[config.mk]
export PLATFORM = sky130hd
export DESIGN_NAME = mdio_frame_master
export DESIGN_NICKNAME = d
export VERILOG_FILES = /design/src/rtl/mdio_pkg.sv /design/src/rtl/mdc_phase_timer.sv /design/src/rtl/mdio_frame_seq.sv /design/src/rtl/mdio_frame_master.sv
export SDC_FILE = /design/constraint.sdc
export NUM_CORES = 1
export LEC_CHECK = 0
export BUFFER_PORTS_ARGS = -buffer_cell sky130_fd_sc_hd__buf_2
export CORE_ASPECT_RATIO = 0.7
export CORE_MARGIN = 2
export CORE_UTILIZATION = 47
export CTS_BUF_LIST = sky130_fd_sc_hd__clkbuf_4
export CTS_CLUSTER_DIAMETER = 80
export DETAILED_ROUTE_END_ITERATION = 16
export PLACE_DENSITY = 0.65
export SLEW_MARGIN = 20
export SYNTH_ARGS = -nofsm -noshare
export SYNTH_HDL_FRONTEND = slang
export SYNTH_SLANG_ARGS = --single-unit
[constraint.sdc]
create_clock -name clk -period 5.09 [get_ports clk]
set_input_delay 0.2545 -clock clk [delete_from_list [all_inputs] [get_ports clk]]
set_output_delay 0.2545 -clock clk [all_outputs]
set_load 0.01 [all_outputs]
[src/rtl/mdio_pkg.sv]
// Shared frame constants and sequencer state type for the management master.
// Assumes the fixed 5-bit address / 16-bit data frame layout.
package mdio_pkg;
    localparam int PRE_BITS  = 32;
    localparam int ADDR_W    = 5;
    localparam int DATA_W    = 16;
    localparam int HDR_BITS  = PRE_BITS + 2 + 2 + ADDR_W + ADDR_W;   // driven part of any frame
    localparam int WR_BITS   = HDR_BITS + 2 + DATA_W;                // driven part of a write
    localparam int CNT_W     = $clog2(WR_BITS);

    typedef enum logic [2:0] {
        ST_IDLE,
        ST_DRIVE,   // driven bit slots: low, high, low
        ST_TURN,    // read turnaround: released low, high, low
        ST_RECV,    // read data: high (sample), low
        ST_TAIL     // write tail: one released low half-period
    } seq_state_t;
endpackage

[src/rtl/mdc_phase_timer.sv]
// Phase timer: while run is high, emits a one-cycle tick every HALF_DIV
// system clocks, marking the end of an MDC half-period.
// Assumes run rises on the cycle after a request is taken, so the first
// half-period is full length.
module mdc_phase_timer #(
    parameter int HALF_DIV = 25
) (
    input  logic clk,
    input  logic rst_n,
    input  logic run,
    output logic tick
);
    localparam int CW = (HALF_DIV > 1) ? $clog2(HALF_DIV) : 1;
    localparam logic [CW-1:0] LAST = CW'(HALF_DIV - 1);

    logic [CW-1:0] cnt;

    assign tick = run && (cnt == LAST);

    // Count system clocks within the current half-period; hold at zero when idle.
    always_ff @(posedge clk) begin
        if (!rst_n || !run || tick) cnt <= '0;
        else                        cnt <= cnt + 1'b1;
    end

    generate
        if (HALF_DIV > 1) begin : g_spacing

            tick_spacing_chk: assert property (@(posedge clk) disable iff (!rst_n)
                tick |=> !tick);
        end
    endgenerate
endmodule

[src/rtl/mdio_frame_seq.sv]
// Frame sequencer: latches one request, shifts the driven bits out of a
// preloaded register, handles the read turnaround and data sampling, and
// closes writes with a released low half-period.
// Assumes tick marks the end of each MDC half-period while run is high.
module mdio_frame_seq
    import mdio_pkg::*;
(
    input  logic              clk,
    input  logic              rst_n,
    input  logic              tick,
    input  logic              start,
    input  logic              op_write,
    input  logic [ADDR_W-1:0] phy_addr,
    input  logic [ADDR_W-1:0] reg_addr,
    input  logic [DATA_W-1:0] wdata,
    input  logic              mdio_i,
    output logic              run,
    output logic              mdc_o,
    output logic              mdio_o,
    output logic              mdio_oe,
    output logic [DATA_W-1:0] rdata,
    output logic              done
);
    seq_state_t          state;
    logic [1:0]          sub;
    logic [CNT_W-1:0]    bits_left;
    logic [WR_BITS-1:0]  shreg;
    logic                op_q;
    logic [DATA_W-1:0]   rx_sh;

    assign run     = (state != ST_IDLE);
    assign mdio_o  = shreg[WR_BITS-1];
    assign mdio_oe = (state == ST_DRIVE);
    // MDC is high in the middle phase of a three-phase slot, first phase of a receive slot.
    assign mdc_o   = ((state == ST_DRIVE || state == ST_TURN) && sub == 2'd1) ||
                     (state == ST_RECV && sub == 2'd0);

    // Step through frame fields, phases and read sampling on each half-period tick.
    always_ff @(posedge clk) begin
        if (!rst_n) begin
            state     <= ST_IDLE;
            sub       <= 2'd0;
            bits_left <= '0;
            shreg     <= '0;
            op_q      <= 1'b0;
            rx_sh     <= '0;
            rdata     <= '0;
            done      <= 1'b0;
        end else begin
            done <= 1'b0;
            unique case (state)
                ST_IDLE: if (start) begin
                    state     <= ST_DRIVE;
                    sub       <= 2'd0;
                    op_q      <= op_write;
                    bits_left <= op_write ? CNT_W'(WR_BITS - 1) : CNT_W'(HDR_BITS - 1);
                    shreg     <= {{PRE_BITS{1'b1}}, 2'b01,
                                  (op_write ? 2'b01 : 2'b10),
                                  phy_addr, reg_addr, 2'b10, wdata};
                end
                ST_DRIVE: if (tick) begin
                    if (sub == 2'd2) begin
                        sub <= 2'd0;
                        if (bits_left == '0) begin
                            state <= op_q ? ST_TAIL : ST_TURN;
                        end else begin
                            bits_left <= bits_left - 1'b1;
                            shreg     <= {shreg[WR_BITS-2:0], 1'b0};
                        end
                    end else begin
                        sub <= sub + 2'd1;
                    end
                end
                ST_TURN: if (tick) begin
                    if (sub == 2'd2) begin
                        sub       <= 2'd0;
                        state     <= ST_RECV;
                        bits_left <= CNT_W'(DATA_W - 1);
                    end else begin
                        sub <= sub + 2'd1;
                    end
                end
                ST_RECV: if (tick) begin
                    if (sub == 2'd0) begin
                        rx_sh <= {rx_sh[DATA_W-2:0], mdio_i};
                        sub   <= 2'd1;
                    end else begin
                        sub <= 2'd0;
                        if (bits_left == '0) begin
                            state <= ST_IDLE;
                            rdata <= rx_sh;
                            done  <= 1'b1;
                        end else begin
                            bits_left <= bits_left - 1'b1;
                        end
                    end
                end
                ST_TAIL: if (tick) begin
                    state <= ST_IDLE;
                    done  <= 1'b1;
                end
                default: state <= ST_IDLE;
            endcase
        end
    end


    mdio_stable_hi_chk: assert property (@(posedge clk) disable iff (!rst_n)
        (mdc_o && $past(mdc_o)) |-> ($stable(mdio_o) && $stable(mdio_oe)));

    op_hold_chk: assert property (@(posedge clk) disable iff (!rst_n)
        (run && $past(run)) |-> $stable(op_q));

    done_pulse_chk: assert property (@(posedge clk) disable iff (!rst_n)
        done |=> !done);

    done_quiet_chk: assert property (@(posedge clk) disable iff (!rst_n)
        done |-> (!mdc_o && !mdio_oe));
endmodule

[src/rtl/mdio_frame_master.sv]
// Top of the management frame master: joins the half-period timer and the
// frame sequencer. Assumes mdio_i is the pad value, already stable around
// the end of each MDC high phase.
module mdio_frame_master #(
    parameter int HALF_DIV = 25
) (
    input  logic        clk,
    input  logic        rst_n,
    input  logic        start,
    input  logic        op_write,
    input  logic [4:0]  phy_addr,
    input  logic [4:0]  reg_addr,
    input  logic [15:0] wdata,
    output logic [15:0] rdata,
    output logic        done,
    output logic        mdc,
    output logic        mdio_o,
    output logic        mdio_oe,
    input  logic        mdio_i
);
    logic run;
    logic tick;

    mdc_phase_timer #(.HALF_DIV(HALF_DIV)) u_timer (
        .clk   (clk),
        .rst_n (rst_n),
        .run   (run),
        .tick  (tick)
    );

    mdio_frame_seq u_seq (
        .clk      (clk),
        .rst_n    (rst_n),
        .tick     (tick),
        .start    (start),
        .op_write (op_write),
        .phy_addr (phy_addr),
        .reg_addr (reg_addr),
        .wdata    (wdata),
        .mdio_i   (mdio_i),
        .run      (run),
        .mdc_o    (mdc),
        .mdio_o   (mdio_o),
        .mdio_oe  (mdio_oe),
        .rdata    (rdata),
        .done     (done)
    );
endmodule

After elaboration in Yosys (flattened, before gate mapping)
Cells that the tools add are included.

Register bits after elaboration: 114. Latch bits: 0. RAM bits: 0. Bits in read-only memories: 0. Bits of input ports: 31. Memories: 0.

$add $sub $neg: 3. $mul: 0. Divide/modulo/power cells: 0. Magnitude comparators: 0. Equal/unequal tests: 19. Shift operators: 0. Muxes and demuxes: 39. Bitwise gates (word level): 1. Reductions and logical operators: 24.

Operator list (number): 64-bit two-way mux (4); 64-bit case mux with 2 select lines (1); 6-bit two-way mux (8); 3-bit two-way mux (11); 6-bit case mux with 4 select lines (1); 2-bit inequality test, second input constant (8); 3-bit case mux with 5 select lines (1); 2-bit two-way mux (5); 10-bit AND reduction (1); 2-bit by 1-bit inequality test with 1-bit output, second input constant (4); 4-bit AND reduction (2); 8-bit AND reduction (1); 3-bit by 2-bit equality test with 1-bit output, second input constant (2); 6-bit zero test (1); 2-bit case mux with 3 select lines (1); 3-bit nonzero test (2); 6-bit by 1-bit subtractor with 6-bit output, second input constant (1); 5-bit by 1-bit adder with 5-bit output, second input constant (1); 5-bit equality test, second input constant (1); 1-bit two-way mux (5); 5-bit two-way mux (1); 5-bit AND reduction (1); 1-bit logical OR (4); 4-bit nonzero test (1); 15 further kinds (18).

Longest topological paths before layout
Depth in word-level cells: 5. Gate-level depth with buffers: 9. Mapped depth without buffers: 6.

Hierarchy
From an unflattened synthesis, not the netlist that was laid out.

Cells, all modules: 568. Area total of the unflattened synthesis: 4912.2 µm².

Modules (own cells, without submodules): mdio_frame_seq (times used 1, cells an instance 544, area each 4694.5 µm², seq. area each 2182.1 µm²); mdc_phase_timer (times used 1, cells an instance 24, area each 217.7 µm², seq. area each 100.1 µm²).

Least setup slack after synthesis
OpenSTA, ideal clock, no wires.

Path kind: reg2reg. From: reg u_seq.bits_left[0]. To: reg u_seq.rdata[10]. Arrival time: 1.881 ns. Data required time: 4.958 ns. Slack: 3.076 ns. Stages on the path, launching flop included: 9. Period minus slack after synthesis: 2.014 ns. Cells stage by stage: dfxtp_1 inv_1 ha_1 or4b_4 or4_1 buf_2 buf_6 o21ai_1 a21oi_1.

Cells in the longest elaborated chain, start to end: 2.

RTL lines: start: declaration (RTL line mdio_frame_seq.sv:26) `logic [CNT_W-1:0] bits_left;`; start signal: assignment (RTL line mdio_frame_seq.sv:56) `bits_left <= op_write ? CNT_W'(WR_BITS - 1) : CNT_W'(HDR_BITS - 1);`; start signal: assignment (RTL line mdio_frame_seq.sv:67) `bits_left <= bits_left - 1'b1;`; start signal: assignment (RTL line mdio_frame_seq.sv:78) `bits_left <= CNT_W'(DATA_W - 1);`; 6-bit zero test (RTL line mdio_frame_seq.sv:89) `if (bits_left == '0) begin`; 4-bit AND reduction (no source line); end signal: assignment (RTL line mdio_frame_seq.sv:91) `rdata <= rx_sh;`; end: declaration (RTL line mdio_frame_seq.sv:21) `output logic [DATA_W-1:0] rdata,`.

No other way between the ends. A chain may end at the register's enable or synchronous reset.

Worst setup path in the final report
From: reg u_timer.cnt[0]. To: reg u_seq.shreg[16].

Cells in the longest elaborated chain, start to end: 4.

RTL lines: start: declaration (RTL line mdc_phase_timer.sv:16) `logic [CW-1:0] cnt;`; start signal: assignment (RTL line mdc_phase_timer.sv:23) `else cnt <= cnt + 1'b1;`; 5-bit equality test (RTL line mdc_phase_timer.sv:18) `assign tick = run && (cnt == LAST);`; 1-bit logical AND (RTL line mdc_phase_timer.sv:18); 2-bit by 1-bit inequality test with 1-bit output (no source line); 5-bit AND reduction (no source line); end signal: assignment (RTL line mdio_frame_seq.sv:57) `shreg <= {{PRE_BITS{1'b1}}, 2'b01,`; end signal: assignment (RTL line mdio_frame_seq.sv:68) `shreg <= {shreg[WR_BITS-2:0], 1'b0};`; end: declaration (RTL line mdio_frame_seq.sv:27) `logic [WR_BITS-1:0] shreg;`.

No other way between the ends.

==> results.yml <==
route:
  dr_total_vias: 4599
  drc: 0
  met3_length_um: 710
  drt_first_pass_iters: 7
  viasPerCell: 5.81
  wl_met1_um: 5960
  route.met2.wl_um: 5070
  wl_per_cell_um: 15.0
  maxUsedRoutingLayer: "met4"
  finalWirelength_um: 11900
  dr.first_iter.drc_count: 458
  drtAntennaViolNets: 0
synthesis:
  netlist_area_um2: 5290
  avgSynthCellArea_um2: 8.69
  synth_cells: 609
  ys.warnings.count: 0
  synthDistinctLibCells: 52
  synth_fp_nets: 643
  synth-seq-cells: 114
  yosysSeqAreaShare_pct: 43.1
timing:
  maxSlewViolCount: 0
  post-route-period-util_pct: 64.6
  rsz0062_at_grt: "false"
  finClkSkew_ps: 20.0
  min_period_ps: 3290
  hold_ws_ps: 68.8
  finalSetupTns_ps: 0
  tightestPinTransition_ps: 1130
  slew_headroom_pct: 24.4
  finalHoldViolations: 0
  setup_viol: 0
  fmax_ghz: 0.304
placed_design:
  port_buffers: 50
  place_congestion: 0.830
  placed_area_um2: 5500
  dp_hpwl_um: 7060
  dpl.cell_count: 759
floorplan:
  die-area_um2: 12100
  die-height_um: 92.8
  die_x_um: 131
  ioPinCount: 51
  core_um2: 11000
  num_rows: 32
  start_util_pct: 48.1
clock_tree:
  cts-buffers-inserted: 17
  cts-resized-gates: 0
  cts_sinks: 114
  postCtsHoldBufs: 1
  clock-root-buffer: "clkbuf_4"
  post_cts_buffers: 0
  cts_tree: "yes"
  h-tree-depth: 4
  cts_buffer_depth: 2
  insertion_delay_ps: 520
  path_clk_slew_ps: 110
min_path:
  whs_path_depth: 4
  hold-path-endpoint: "u_seq.shreg[20]"
  min_path_type: "input port to flip-flop"
  min-delay-start: "reg_addr[2]"
global_route:
  grt_use_total_pct: 20.3
  antenna_found_initial: 0
  grt_pass1_vias: 4173
  grt_max_degree: 66
  grt_first_pass_wirelength_um: 19900
  grt-ovfl-total: 0
cells_and_area:
  final_net_count: 660
  drive_gt1_share_pct: 16.7
  design_area_um2: 5860
  fin_cells: 792
  syn_to_final_growth_pct: 10.8
  diodes: 0
critical_path:
  r2r-start: "u_timer.cnt[0]"
  reg2reg_slack_ps: 1800
  critPathMaxFanout: 62
  critPathCaptureType: "flip-flop"
  reg2reg_to: "u_seq.shreg[16]"
  r2r_cells: 8
  worstPathRequired_ps: 5530
  cp.arrival_ps: 3730
  critPathKind: "flip-flop to flip-flop"
  cp-start-kind: "flip-flop"
pwr:
  power_leakage_nw: 2.66
  peakVddDrop_mv: 0.175
  power_density_nw_per_um2: 378
run_status:
  status: "completed"
job:
  cap_violations: 0
cells by family after synthesis:
| group | share of synthesized area, % |
|---|---|
| xor+xnor | 0.828 |
| mux | 1.14 |
| simple gates | 17.1 |
| buf+inv | 6.69 |
| fa+ha+maj | 0.709 |
| compound gates | 30.4 |
| flops | 43.1 |
where the power goes:
part | total [mW] | switching (mW) | internal, mW
Combinational | 0.380 | 0.231 | 0.149
Sequential | 1.04 | 0.0558 | 0.982
Clock | 0.797 | 0.354 | 0.443
Total | 2.21 | 0.640 | 1.57
metal layers:
| metal | GRT usage (%) | vias to the layer above |
|---|---|---|
| met5 | 0 | - |
| met4 | 5.14 | 0 |
| met3 | 6.41 | 11 |
| met2 | 29.3 | 144 |
| met1 | 29.1 | 2172 |
| li1 | - | 2272 |
worst max-delay path by stage:
stage,start,endpoint,cells past startpoint
2_1_floorplan,u_seq.bits_left[0],u_seq.rdata[10],8
3_3_place_gp,u_timer.cnt[0],u_seq.shreg[16],8
3_5_place_dp,u_timer.cnt[0],u_seq.shreg[16],8
4_1_cts,u_timer.cnt[0],u_seq.shreg[16],8
5_1_grt,u_timer.cnt[0],u_seq.shreg[16],8
6_report,u_timer.cnt[0],u_seq.shreg[16],8
critical path, cell delays in order (launching register included):
cell      delay [ps]
dfxtp_1          340
inv_1             60
ha_1             160
nand4b_1         440
o21ai_4          270
buf_4            540
o21a_2           700
buf_4            440
mux2i_1          240
placed cells by master (no fill, tap or decap), types with 2 or more instances in the layout:
| cell | netlist | routed |
|---|---|---|
| a211o_1 | 2 | 2 |
| a211oi_1 | 3 | 3 |
| a21oi_1 | 39 | 39 |
| and2_1 | 2 | 2 |
| buf_2 | 19 | 50 |
| buf_4 | 1 | 9 |
| bufinv_16 | 0 | 5 |
| clkbuf_4 | 0 | 18 |
| clkinv_2 | 0 | 2 |
| clkinvlp_4 | 0 | 4 |
| dfxtp_1 | 114 | 114 |
| ha_1 | 3 | 3 |
| inv_1 | 11 | 11 |
| mux2i_1 | 6 | 6 |
| nand2_1 | 94 | 94 |
| nand2b_1 | 3 | 3 |
| nand3_1 | 28 | 28 |
| nor2_1 | 49 | 48 |
| nor2_2 | 1 | 2 |
| nor2b_1 | 2 | 2 |
| nor3_1 | 5 | 5 |
| nor4_1 | 3 | 3 |
| o2111ai_1 | 26 | 26 |
| o211a_1 | 60 | 60 |
| o211ai_1 | 38 | 38 |
| o21ai_0 | 12 | 12 |
| o21ai_1 | 10 | 9 |
| o221a_2 | 3 | 3 |
| o221ai_1 | 2 | 2 |
| or2_2 | 2 | 2 |
| or4_1 | 2 | 2 |
| xnor2_1 | 2 | 2 |
| xor2_1 | 3 | 3 |
synth_stat cells, drive strengths merged:
cell type	instances	share of area [%]
nand2b	3	0.35
nor2b	2	0.24
a221oi	1	0.17
o41ai	1	0.17
o21a	2	0.28
a21o	1	0.14
a211oi	3	0.43
or3b	1	0.17
nand4	1	0.12
or2	2	0.24
inv	11	0.78
nand4b	1	0.17
and3	1	0.12
o211a	60	11
o21ai	23	2.2
nor2	50	3.6
or4	2	0.28
and4b	1	0.19
nor4	4	0.59
nor4b	1	0.28
nor3b	1	0.14
clkbuf	35	2.5
or4b	1	0.26
xor2	3	0.50
a32o	1	0.19
a2111oi	1	0.17
and2	2	0.24
o221a	3	0.64
o2bb2ai	1	0.17
a21oi	40	4.0
a211o	2	0.33
a31oi	1	0.12
buf	27	3.4
nand3	28	2.6
o221ai	2	0.33
dfxtp	114	43
ha	3	0.71
mux2i	6	1.1
o211ai	38	5.4
xnor2	2	0.33
nand3b	1	0.14
nand2	94	6.7
o2111ai	26	4.3
nor3	6	0.66
state kept, by name, summed over array words and instances, names as in the netlist, 2 cells and up:
| register | count |
|---|---|
| u_seq.bits_left | 6 |
| u_seq.rdata | 16 |
| u_seq.rx_sh | 16 |
| u_seq.shreg | 64 |
| u_seq.state | 3 |
| u_seq.sub | 2 |
| u_timer.cnt | 5 |
layout make-up:
type | instances | area (um2)
Tap cell | 153 | 191
Clock inverter | 14 | 211
Inverter | 11 | 41.3
Fill cell | 1012 | 5150
Clock buffer | 18 | 135
Sequential cell | 114 | 2280
Multi-Input combinational cell | 422 | 2670
Timing Repair Buffer | 60 | 328
metrics by stage:
stage / utilization, % / setup WS [ps] / power [mW]
after floorplan: - / 3080 / 1.36
after global placement: 50.0 / 1930 / 1.42
after detailed placement: 50.0 / 1800 / 1.43
after CTS: 53.2 / 1790 / 2.23
after global routing: 53.2 / 1460 / 2.33
final: 53.2 / 1800 / 2.21
(Power assumes the default switching activity.)
